<file path="src/rtl/tdl_pkg.sv">
package tdl_pkg;

  // Selected arrangement of the output vector
  typedef enum logic {
    ARR_OLDEST_FIRST = 1'b0,
    ARR_NEWEST_FIRST = 1'b1
  } arrange_e;

  // Number of elements presented on the output vector
  function automatic int unsigned out_elems(input int unsigned taps, input bit add_cur);
    return taps + (add_cur ? 1 : 0);
  endfunction

endpackage

</file>
<file path="src/rtl/tdl_tap.sv">
module tdl_tap #(
  parameter int unsigned       W        = 16,
  parameter logic signed [W-1:0] INIT_VAL = '0
) (
  input  logic                clk,
  input  logic                rst_n,
  input  logic                load,
  input  logic                adv,
  input  logic signed [W-1:0] d,
  output logic signed [W-1:0] q
);

  logic                ce;
  logic signed [W-1:0] q_nxt;

  // next-state
  always_comb begin
    ce    = load | adv;
    q_nxt = load ? INIT_VAL : d;
  end

  // register
  always_ff @(posedge clk or negedge rst_n) begin
    if (!rst_n) begin
      q <= INIT_VAL;
    end else if (ce) begin
      q <= q_nxt;
    end
  end

  // load writes the initial value regardless of advance
  p_load_init_r2: assert property (@(posedge clk) disable iff (!rst_n)
    load |=> (q == INIT_VAL));

  // advance captures the upstream value
  p_advance_take_r3: assert property (@(posedge clk) disable iff (!rst_n)
    (adv && !load) |=> (q == $past(d)));

  // no load, no advance keeps the stored value
  p_idle_hold_r4: assert property (@(posedge clk) disable iff (!rst_n)
    (!adv && !load) |=> $stable(q));

endmodule

</file>
<file path="src/rtl/tdl_chain.sv">
module tdl_chain #(
  parameter int unsigned       N        = 4,
  parameter int unsigned       W        = 16,
  parameter logic signed [W-1:0] INIT_VAL = '0
) (
  input  logic                  clk,
  input  logic                  rst_n,
  input  logic                  load,
  input  logic                  adv,
  input  logic signed [W-1:0]   din,
  output logic [N-1:0][W-1:0]   taps   // taps[k] = delay k+1
);

  logic [N:0][W-1:0] link;

  assign link[0] = din;

  for (genvar k = 0; k < N; k++) begin : g_stage
    logic signed [W-1:0] stage_q;

    tdl_tap #(
      .W        (W),
      .INIT_VAL (INIT_VAL)
    ) u_tap (
      .clk   (clk),
      .rst_n (rst_n),
      .load  (load),
      .adv   (adv),
      .d     (link[k]),
      .q     (stage_q)
    );

    assign link[k+1] = stage_q;
    assign taps[k]   = stage_q;
  end

endmodule

</file>
<file path="src/rtl/tdl_arrange.sv">
module tdl_arrange #(
  parameter int unsigned        N            = 4,
  parameter int unsigned        W            = 16,
  parameter tdl_pkg::arrange_e  ORDER        = tdl_pkg::ARR_OLDEST_FIRST,
  parameter bit                 ADD_CURRENT  = 1'b0,
  localparam int unsigned       OUT_N        = tdl_pkg::out_elems(N, ADD_CURRENT)
) (
  input  logic [W-1:0]          cur,
  input  logic [N-1:0][W-1:0]   taps,
  output logic [OUT_N*W-1:0]    vec
);

  if (ORDER == tdl_pkg::ARR_OLDEST_FIRST) begin : g_oldest
    // element i <- delay N-i
    for (genvar i = 0; i < N; i++) begin : g_el
      assign vec[i*W +: W] = taps[N-1-i];
    end
    if (ADD_CURRENT) begin : g_cur
      assign vec[N*W +: W] = cur;
    end
  end else begin : g_newest
    localparam int unsigned OFS = ADD_CURRENT ? 1 : 0;
    // element OFS+i <- delay i+1
    for (genvar i = 0; i < N; i++) begin : g_el
      assign vec[(OFS+i)*W +: W] = taps[i];
    end
    if (ADD_CURRENT) begin : g_cur
      assign vec[0 +: W] = cur;
    end
  end

endmodule

</file>
<file path="src/rtl/tapped_delay_line.sv">
module tapped_delay_line #(
  parameter int unsigned        N            = 4,
  parameter int unsigned        W            = 16,
  parameter int unsigned        CTRL_W       = 2,
  parameter logic signed [W-1:0] INIT_VAL    = '0,
  parameter tdl_pkg::arrange_e  ORDER        = tdl_pkg::ARR_OLDEST_FIRST,
  parameter bit                 ADD_CURRENT  = 1'b0,
  localparam int unsigned       OUT_N        = tdl_pkg::out_elems(N, ADD_CURRENT)
) (
  input  logic                  clk,
  input  logic                  rst_n,
  input  logic [CTRL_W-1:0]     load_i,
  input  logic [CTRL_W-1:0]     adv_i,
  input  logic signed [W-1:0]   din,
  output logic [OUT_N*W-1:0]    taps_o
);

  logic               load_act;
  logic               adv_act;
  logic [N-1:0][W-1:0] taps;

  // any nonzero control value counts as active
  always_comb begin
    load_act = |load_i;
    adv_act  = |adv_i;
  end

  tdl_chain #(
    .N        (N),
    .W        (W),
    .INIT_VAL (INIT_VAL)
  ) u_chain (
    .clk   (clk),
    .rst_n (rst_n),
    .load  (load_act),
    .adv   (adv_act),
    .din   (din),
    .taps  (taps)
  );

  tdl_arrange #(
    .N           (N),
    .W           (W),
    .ORDER       (ORDER),
    .ADD_CURRENT (ADD_CURRENT)
  ) u_arrange (
    .cur  (din),
    .taps (taps),
    .vec  (taps_o)
  );

  // Port-level ordering checks
  if (ORDER == tdl_pkg::ARR_OLDEST_FIRST && N >= 2) begin : g_chk_old
    // after an advance the oldest element is the former second-oldest
    p_oldest_moves_r5: assert property (@(posedge clk) disable iff (!rst_n)
      (adv_act && !load_act) |=> (taps_o[0 +: W] == $past(taps_o[W +: W])));
  end

  if (ORDER == tdl_pkg::ARR_NEWEST_FIRST) begin : g_chk_new
    localparam int unsigned OFS = ADD_CURRENT ? 1 : 0;
    // after an advance the delay-1 element is the sample that was applied
    p_newest_takes_r6: assert property (@(posedge clk) disable iff (!rst_n)
      (adv_act && !load_act) |=> (taps_o[OFS*W +: W] == $past(din)));
  end

endmodule

</file>
<file path="config.mk">
export PLATFORM = sky130hd
export DESIGN_NAME = tapped_delay_line
export DESIGN_NICKNAME = d
export VERILOG_FILES = /design/src/rtl/tdl_pkg.sv /design/src/rtl/tdl_tap.sv /design/src/rtl/tdl_chain.sv /design/src/rtl/tdl_arrange.sv /design/src/rtl/tapped_delay_line.sv
export SDC_FILE = /design/constraint.sdc
export NUM_CORES = 1
export LEC_CHECK = 0
export BUFFER_PORTS_ARGS = -buffer_cell sky130_fd_sc_hd__buf_2
export CAP_MARGIN = 20
export CORE_MARGIN = 2
export CORE_UTILIZATION = 52
export DETAILED_ROUTE_END_ITERATION = 8
export GPL_TIMING_DRIVEN = 0
export PLACE_DENSITY_LB_ADDON = 0.08
export REMOVE_ABC_BUFFERS = 1
export SLEW_MARGIN = 20
export SYNTH_ARGS = -nofsm -noshare
export SYNTH_HDL_FRONTEND = slang
export SYNTH_SLANG_ARGS = --single-unit
</file>
<file path="constraint.sdc">
create_clock -name clk -period 1.16 [get_ports clk]
set_input_delay 0.174 -clock clk [delete_from_list [all_inputs] [get_ports clk]]
set_output_delay 0.174 -clock clk [all_outputs]
set_load 0.005 [all_outputs]
</file>
==> results.yml, run 1 <==
run_status:
  outcome: "finished clean"
power_and_ir_drop:
  p_total_mw: 4.226
  p_leak_nw: 1.608
  vdd_drop_max_mv: 0.6103
  power_density_nw_per_um2: 1183
timing:
  setup_viol: 0
  relSlewSlack_pct: 51.28
  period_minus_slack_ps: 1083
  whs_ps: 101.4
  worst_pin_slew_ps: 730.9
  drv_slew: 0
  hold_viol_final: 0
  fin_ws_ps: 76.86
  fin_skew_ps: 3.556
  finalCritPeriodShare_pct: 93.37
  fmax_mhz: 923.2
  rsz0062_at_grt: "false"
clock_tree:
  cts_made_buffers: 9
  cts.path.max_buffers: 2
  cts_resized: 0
  path_clk_slew_ps: 60
  htree_levels: 3
  post_cts_buffers: 0
  clock-sinks: 64
  insertion_delay_ps: 320
  cts_root_buf: "clkbuf_8"
  cts_tree: "done"
routing:
  drc: 0
  vias_per_cell: 5.485
  met1_length_um: 3112
  drtAntennaViolNets: 0
  num_vias: 2364
  firstDrtPassIters: 4
  dr_wl_met3_um: 318
  met2WireLength_um: 2725
  drt_iter0_drc: 105
  drt_wl_total_um: 6288
  top_layer: "met4"
  wl_per_cell_um: 14.59
setup_path:
  worstSetupPathType: "in -> reg"
  critPathTopFamily: "buffers and inverters"
  startpoint_type: "primary input"
  critPathSlowestCell: "or3b_2"
  cp_max_fo: 71
  crit_path_end_kind: "flop"
  max_stage_delay_ps: 470
  crit_chain: "buf_4 -> buf_12 -> or3b_2 -> a21oi_1"
  required_ps: 1410
  crit_buf_inv: 2
  arrival_ps: 1330
final_layout:
  regMostFlops: "u_chain.g_stage.u_tap.q"
  drive_gt1_share_pct: 30.36
  top_regs: "u_chain.g_stage.u_tap.q (64)"
  antenna_cells: 0
  syn2layout_area_growth_pct: 20.16
  utilization_pct: 64.87
  layout_common_cells: "82 x buf_2, 64 x o21ai_0, 64 x a21oi_1, 64 x dfrtp_1, 56 x or3b_1"
  final_common_cell: "buf_2"
  largest_register_ffs: 64
  layout.nets: 379
  fin_cells: 431
grt:
  antenna_found_initial: 0
  grt_first_pass_wirelength_um: 10230
  grt_max_degree: 73
  grt_usage_pct: 20.49
  grt_pass1_vias: 2071
  overflow: 0
logic_synthesis:
  synthCells: 292
  syn_area_per_cell_um2: 10.18
  yosys_warnings: 0
  yosysSeqAreaShare_pct: 53.87
  netlist_top_cells_area: "dfrtp_1 54%, or3b_1 16%, a21oi_1 11%, o21ai_0 11%, clkbuf_1 3.4%"
  synth_cell_type_count: 10
  yosysTopAreaCell: "dfrtp_1"
  synth_area_um2: 2973
  yosysTopAreaCellShare_pct: 53.87
  synth_seq_cells: 64
place:
  dp_hpwl_um: 3617
  gp_congestion: 0.7026
  dp_cells: 417
  place_ws_ps: -249.5
  portBuffers: 85
floorplan:
  start_util_pct: 53.99
  core-area_um2: 5507
  rows: 27
  die_w_um: 79.61
  die_area_um2: 6338
  die_h_um: 79.61
  ios: 86
hold_path:
  hold_path_class: "in -> reg"
job:
  max_cap_viol_count: 0
==> what timing repair did <==
item | 4_1_cts | 5_1_grt
hold buffers | 1 | 0
setup endpoints to repair | 0 | 0
endpoints found under the hold margin | 64 | 0
==> worst register-to-register path: stages, from the launching register on <==
cell,delay (ps)
dfrtp_1,370
or3b_2,440
a21oi_1,120
==> logic make-up after synthesis <==
family | count (synthesis) | synth area share, %
AOI/OAI and AO/OA | 128 | 21.55
and+or+nand+nor | 65 | 19.07
DFF | 64 | 53.87
buffers and inverters | 35 | 5.514
==> cell usage after synthesis <==
library cell and instances:
a21oi_1 64, dfrtp_1 64, o21ai_0 64, or3b_1 56
clkbuf_1 27, or3b_2 8, buf_6 4, buf_1 2
buf_2 2, or2_2 1
==> final timing paths <==
kind                                                                  from  cells after the start                                         end  slack, ps
worst min register to register   u_chain.g_stage[2].u_tap.q[8]$_DFFE_PN0P_                      2   u_chain.g_stage[3].u_tap.q[8]$_DFFE_PN0P_        550
worst max register to register  u_chain.g_stage[2].u_tap.q[15]$_DFFE_PN0P_                      2  u_chain.g_stage[2].u_tap.q[15]$_DFFE_PN0P_        160
worst min-delay path                                               din[14]                      3  u_chain.g_stage[0].u_tap.q[14]$_DFFE_PN0P_        100
max in group asynchronous                                            rst_n                      3   u_chain.g_stage[0].u_tap.q[5]$_DFFE_PN0P_        440
min in group asynchronous                                            rst_n                      2   u_chain.g_stage[3].u_tap.q[8]$_DFFE_PN0P_        220
worst max-delay path                                              adv_i[1]                      4  u_chain.g_stage[3].u_tap.q[11]$_DFFE_PN0P_         80
==> per-stage QoR <==
stage | cell area (um2) | setup TNS, ps
finish | 3572 | 0
CTS | 3572 | 0
global placement | 3324 | -67910
floorplan | 2809 | 0
global route | 3572 | 0
detailed placement | 3402 | -8496
==> power breakdown <==
part	switching [mW]	internal [mW]
combinational	0.227	0.109
sequential	0.0200	2.26
clock	0.753	0.854
total	0.999	3.23
==> layer usage <==
metal | vias up | GRT usage [%]
met1 | 1109 | 30.58
met5 | - | 0
met2 | 60 | 27.82
met3 | 12 | 5.204
li1 | 1183 | -
met4 | 0 | 9.483
==> final cells by class <==
class	count	area, um2
Clock buffer	12	155.1
Clock inverter	1	5.005
Fill cell	464	1934
Multi-Input combinational cell	193	1210
Sequential cell	64	1602
Tap cell	72	90.09
Timing Repair Buffer	89	510.5
(Power assumes the default switching activity.)
==> run 2, diff against run 1 <==
--- a/config.mk
+++ b/config.mk
@@ -5,7 +5,7 @@
 export SDC_FILE = /design/constraint.sdc
 export NUM_CORES = 1
 export LEC_CHECK = 0
-export BUFFER_PORTS_ARGS = -buffer_cell sky130_fd_sc_hd__buf_2
+export BUFFER_PORTS_ARGS = -buffer_cell sky130_fd_sc_hd__buf_4
 export CAP_MARGIN = 20
 export CORE_MARGIN = 2
 export CORE_UTILIZATION = 52
==> run 2 against run 1 <==
  * Cell area rose by 4.7%
  * Combinational power about the same
  * Flip-flop and latch count unchanged
  * Global-route usage rose by 0.64 points
  * Clock skew up 1.5 ps
  * Sequential power hardly changed
  * Clock-buffer cell count rose by 1
  * Maximum frequency increased by 2.6%
==> results.yml, run 2 (synthesized netlist as in run 1, its figures left out) <==
timing:
  fmax_mhz: 946.8
  setup_viol: 0
  drv_slew: 0
  finalCritPeriodShare_pct: 91.05
  worst_pin_slew_ps: 778.5
  period_minus_slack_ps: 1056
  fin_ws_ps: 103.8
  fin_skew_ps: 5.071
  relSlewSlack_pct: 48.10
  rsz0062_at_grt: "false"
  hold_viol_final: 0
  whs_ps: 108.5
final_layout:
  final_cell_area_um2: 3741
  layout.nets: 376
  regMostFlops: "u_chain.g_stage.u_tap.q"
  largest_register_ffs: 64
  syn2layout_area_growth_pct: 25.84
  regArea_um2: 1602
  antenna_cells: 0
  drive_gt1_share_pct: 30.36
  fillCellCount: 453
  top_regs: "u_chain.g_stage.u_tap.q (64)"
  utilization_pct: 67.94
  layout_common_cells: "83 x buf_4, 64 x o21ai_0, 64 x a21oi_1, 64 x dfrtp_1, 56 x or3b_1"
  final_common_cell: "buf_4"
  multiInputGateArea_um2: 1210
power_and_ir_drop:
  p_int_mw: 3.324
  power_switching_share_pct: 23.51
  clkPwrFrac_pct: 39.6
  p_switching_mw: 1.022
  combinationalPowerShare_pct: 7.8
  power_density_nw_per_um2: 1162
  p_total_mw: 4.345
  seq_power_share_pct: 52.6
  p_leak_nw: 1.605
  vdd_drop_max_mv: 0.7489
setup_path:
  crit_path_end_kind: "output port"
  critPathTopFamily: "flip-flops"
  critPathSlowestCell: "dfrtp_1"
  required_ps: 990
  arrival_ps: 880
  crit_cells: 1
  worstSetupPathType: "reg -> out"
  cp_max_fo: 3
  startpoint_type: "flop"
  crit_buf_inv: 1
  max_stage_delay_ps: 410
  crit_chain: "buf_4"
  reg2reg_depth: 2
routing:
  firstDrtPassIters: 4
  num_vias: 2421
  drtAntennaViolNets: 0
  drt_iter0_drc: 174
  vias_per_cell: 5.617
  drc: 0
  wl_per_cell_um: 14.50
  drt_wl_total_um: 6251
job:
  max_cap_viol_count: 0
clock_tree:
  cts_tree: "done"
  cts_root_buf: "clkbuf_8"
  cts_made_buffers: 9
  htree_levels: 3
  insertion_delay_ps: 330
  clock-sinks: 64
  post_cts_buffers: 0
  cts.path.max_buffers: 2
  path_clk_slew_ps: 70
grt:
  grt_first_pass_wirelength_um: 10520
  grt_pass1_vias: 2271
  overflow: 0
  grt_max_degree: 129
  antenna_found_initial: 0
  grt_usage_pct: 21.13
floorplan:
  core-area_um2: 5507
  rows: 27
  start_util_pct: 53.99
  die_area_um2: 6338
  die_w_um: 79.61
  ios: 86
  die_h_um: 79.61
place:
  portBuffers: 85
  dp_hpwl_um: 3449
  gp_congestion: 0.6956
  place_ws_ps: -245.8
  postPlaceCellArea_um2: 3540
hold_path:
  hold_path_class: "in -> reg"
  holdPathStages: 3
run_status:
  outcome: "finished clean"
-- run 2: cell types whose count changed in the layout (fill, tap and decap cells not counted) --
cell / change
buf_6: +2
clkbuf_8: +1
buf_4: +80
buf_16: -1
buf_12: -2
buf_2: -82
clkinv_2: +2
-- run 2: power by group through the flow --
| stage | Clock [mW] | Combinational, mW | Sequential [mW] |
|---|---|---|---|
| floorplan | 0 | 0.0769 | 2.32 |
| global placement | 0 | 0.334 | 2.32 |
| detailed placement | 0 | 0.339 | 2.33 |
| CTS | 1.78 | 0.342 | 2.28 |
| global route | 1.88 | 0.387 | 2.29 |
| finish | 1.72 | 0.338 | 2.29 |
-- run 2: layout make-up --
cell class / count / area share, %
clock buffers: 13 / 4.515
clock inverters: 3 / 0.4013
multi-input cells: 193 / 32.34
flip-flops and latches: 64 / 42.81
well taps: 72 / 2.408
repair buffers: 86 / 17.53
-- run 2: path summary, 6_finish.rpt --
path	startpoint	to	slack, ps
max	u_chain.g_stage[2].u_tap.q[9]$_DFFE_PN0P_	taps_o[25]	100
min	din[9]	u_chain.g_stage[0].u_tap.q[9]$_DFFE_PN0P_	110
max reg2reg	u_chain.g_stage[3].u_tap.q[11]$_DFFE_PN0P_	u_chain.g_stage[3].u_tap.q[11]$_DFFE_PN0P_	130
min reg2reg	u_chain.g_stage[0].u_tap.q[0]$_DFFE_PN0P_	u_chain.g_stage[1].u_tap.q[0]$_DFFE_PN0P_	550
max in group asynchronous	rst_n	u_chain.g_stage[2].u_tap.q[10]$_DFFE_PN0P_	180
min in group asynchronous	rst_n	u_chain.g_stage[3].u_tap.q[3]$_DFFE_PN0P_	460
-- run 2: per-layer routing --
layer  part of all wire, %  wire (um)  vias up  track usage (%)
met5                     0          0        -                0
met4                   1.5         91        0            8.276
met2                    47       2922       57            34.87
met1                    47       2921     1159            26.94
li1                      -          -     1195                -
met3                   5.1        316       10            4.977
-- run 2: repair_timing --
action | CTS | global route
hold endpoints to repair | 64 | 0
gates resized for setup | 0 | 2
setup endpoints to repair | 0 | 57
hold buffers | 1 | 0
-- run 2: per-stage QoR --
| stage | setup TNS, ps | instances |
|---|---|---|
| 2_1_floorplan | 0 | 257 |
| 3_3_place_gp | -19080 | 414 |
| 3_5_place_dp | -12870 | 414 |
| 4_1_cts | 0 | 431 |
| 5_1_grt | 0 | 431 |
| 6_report | 0 | 431 |
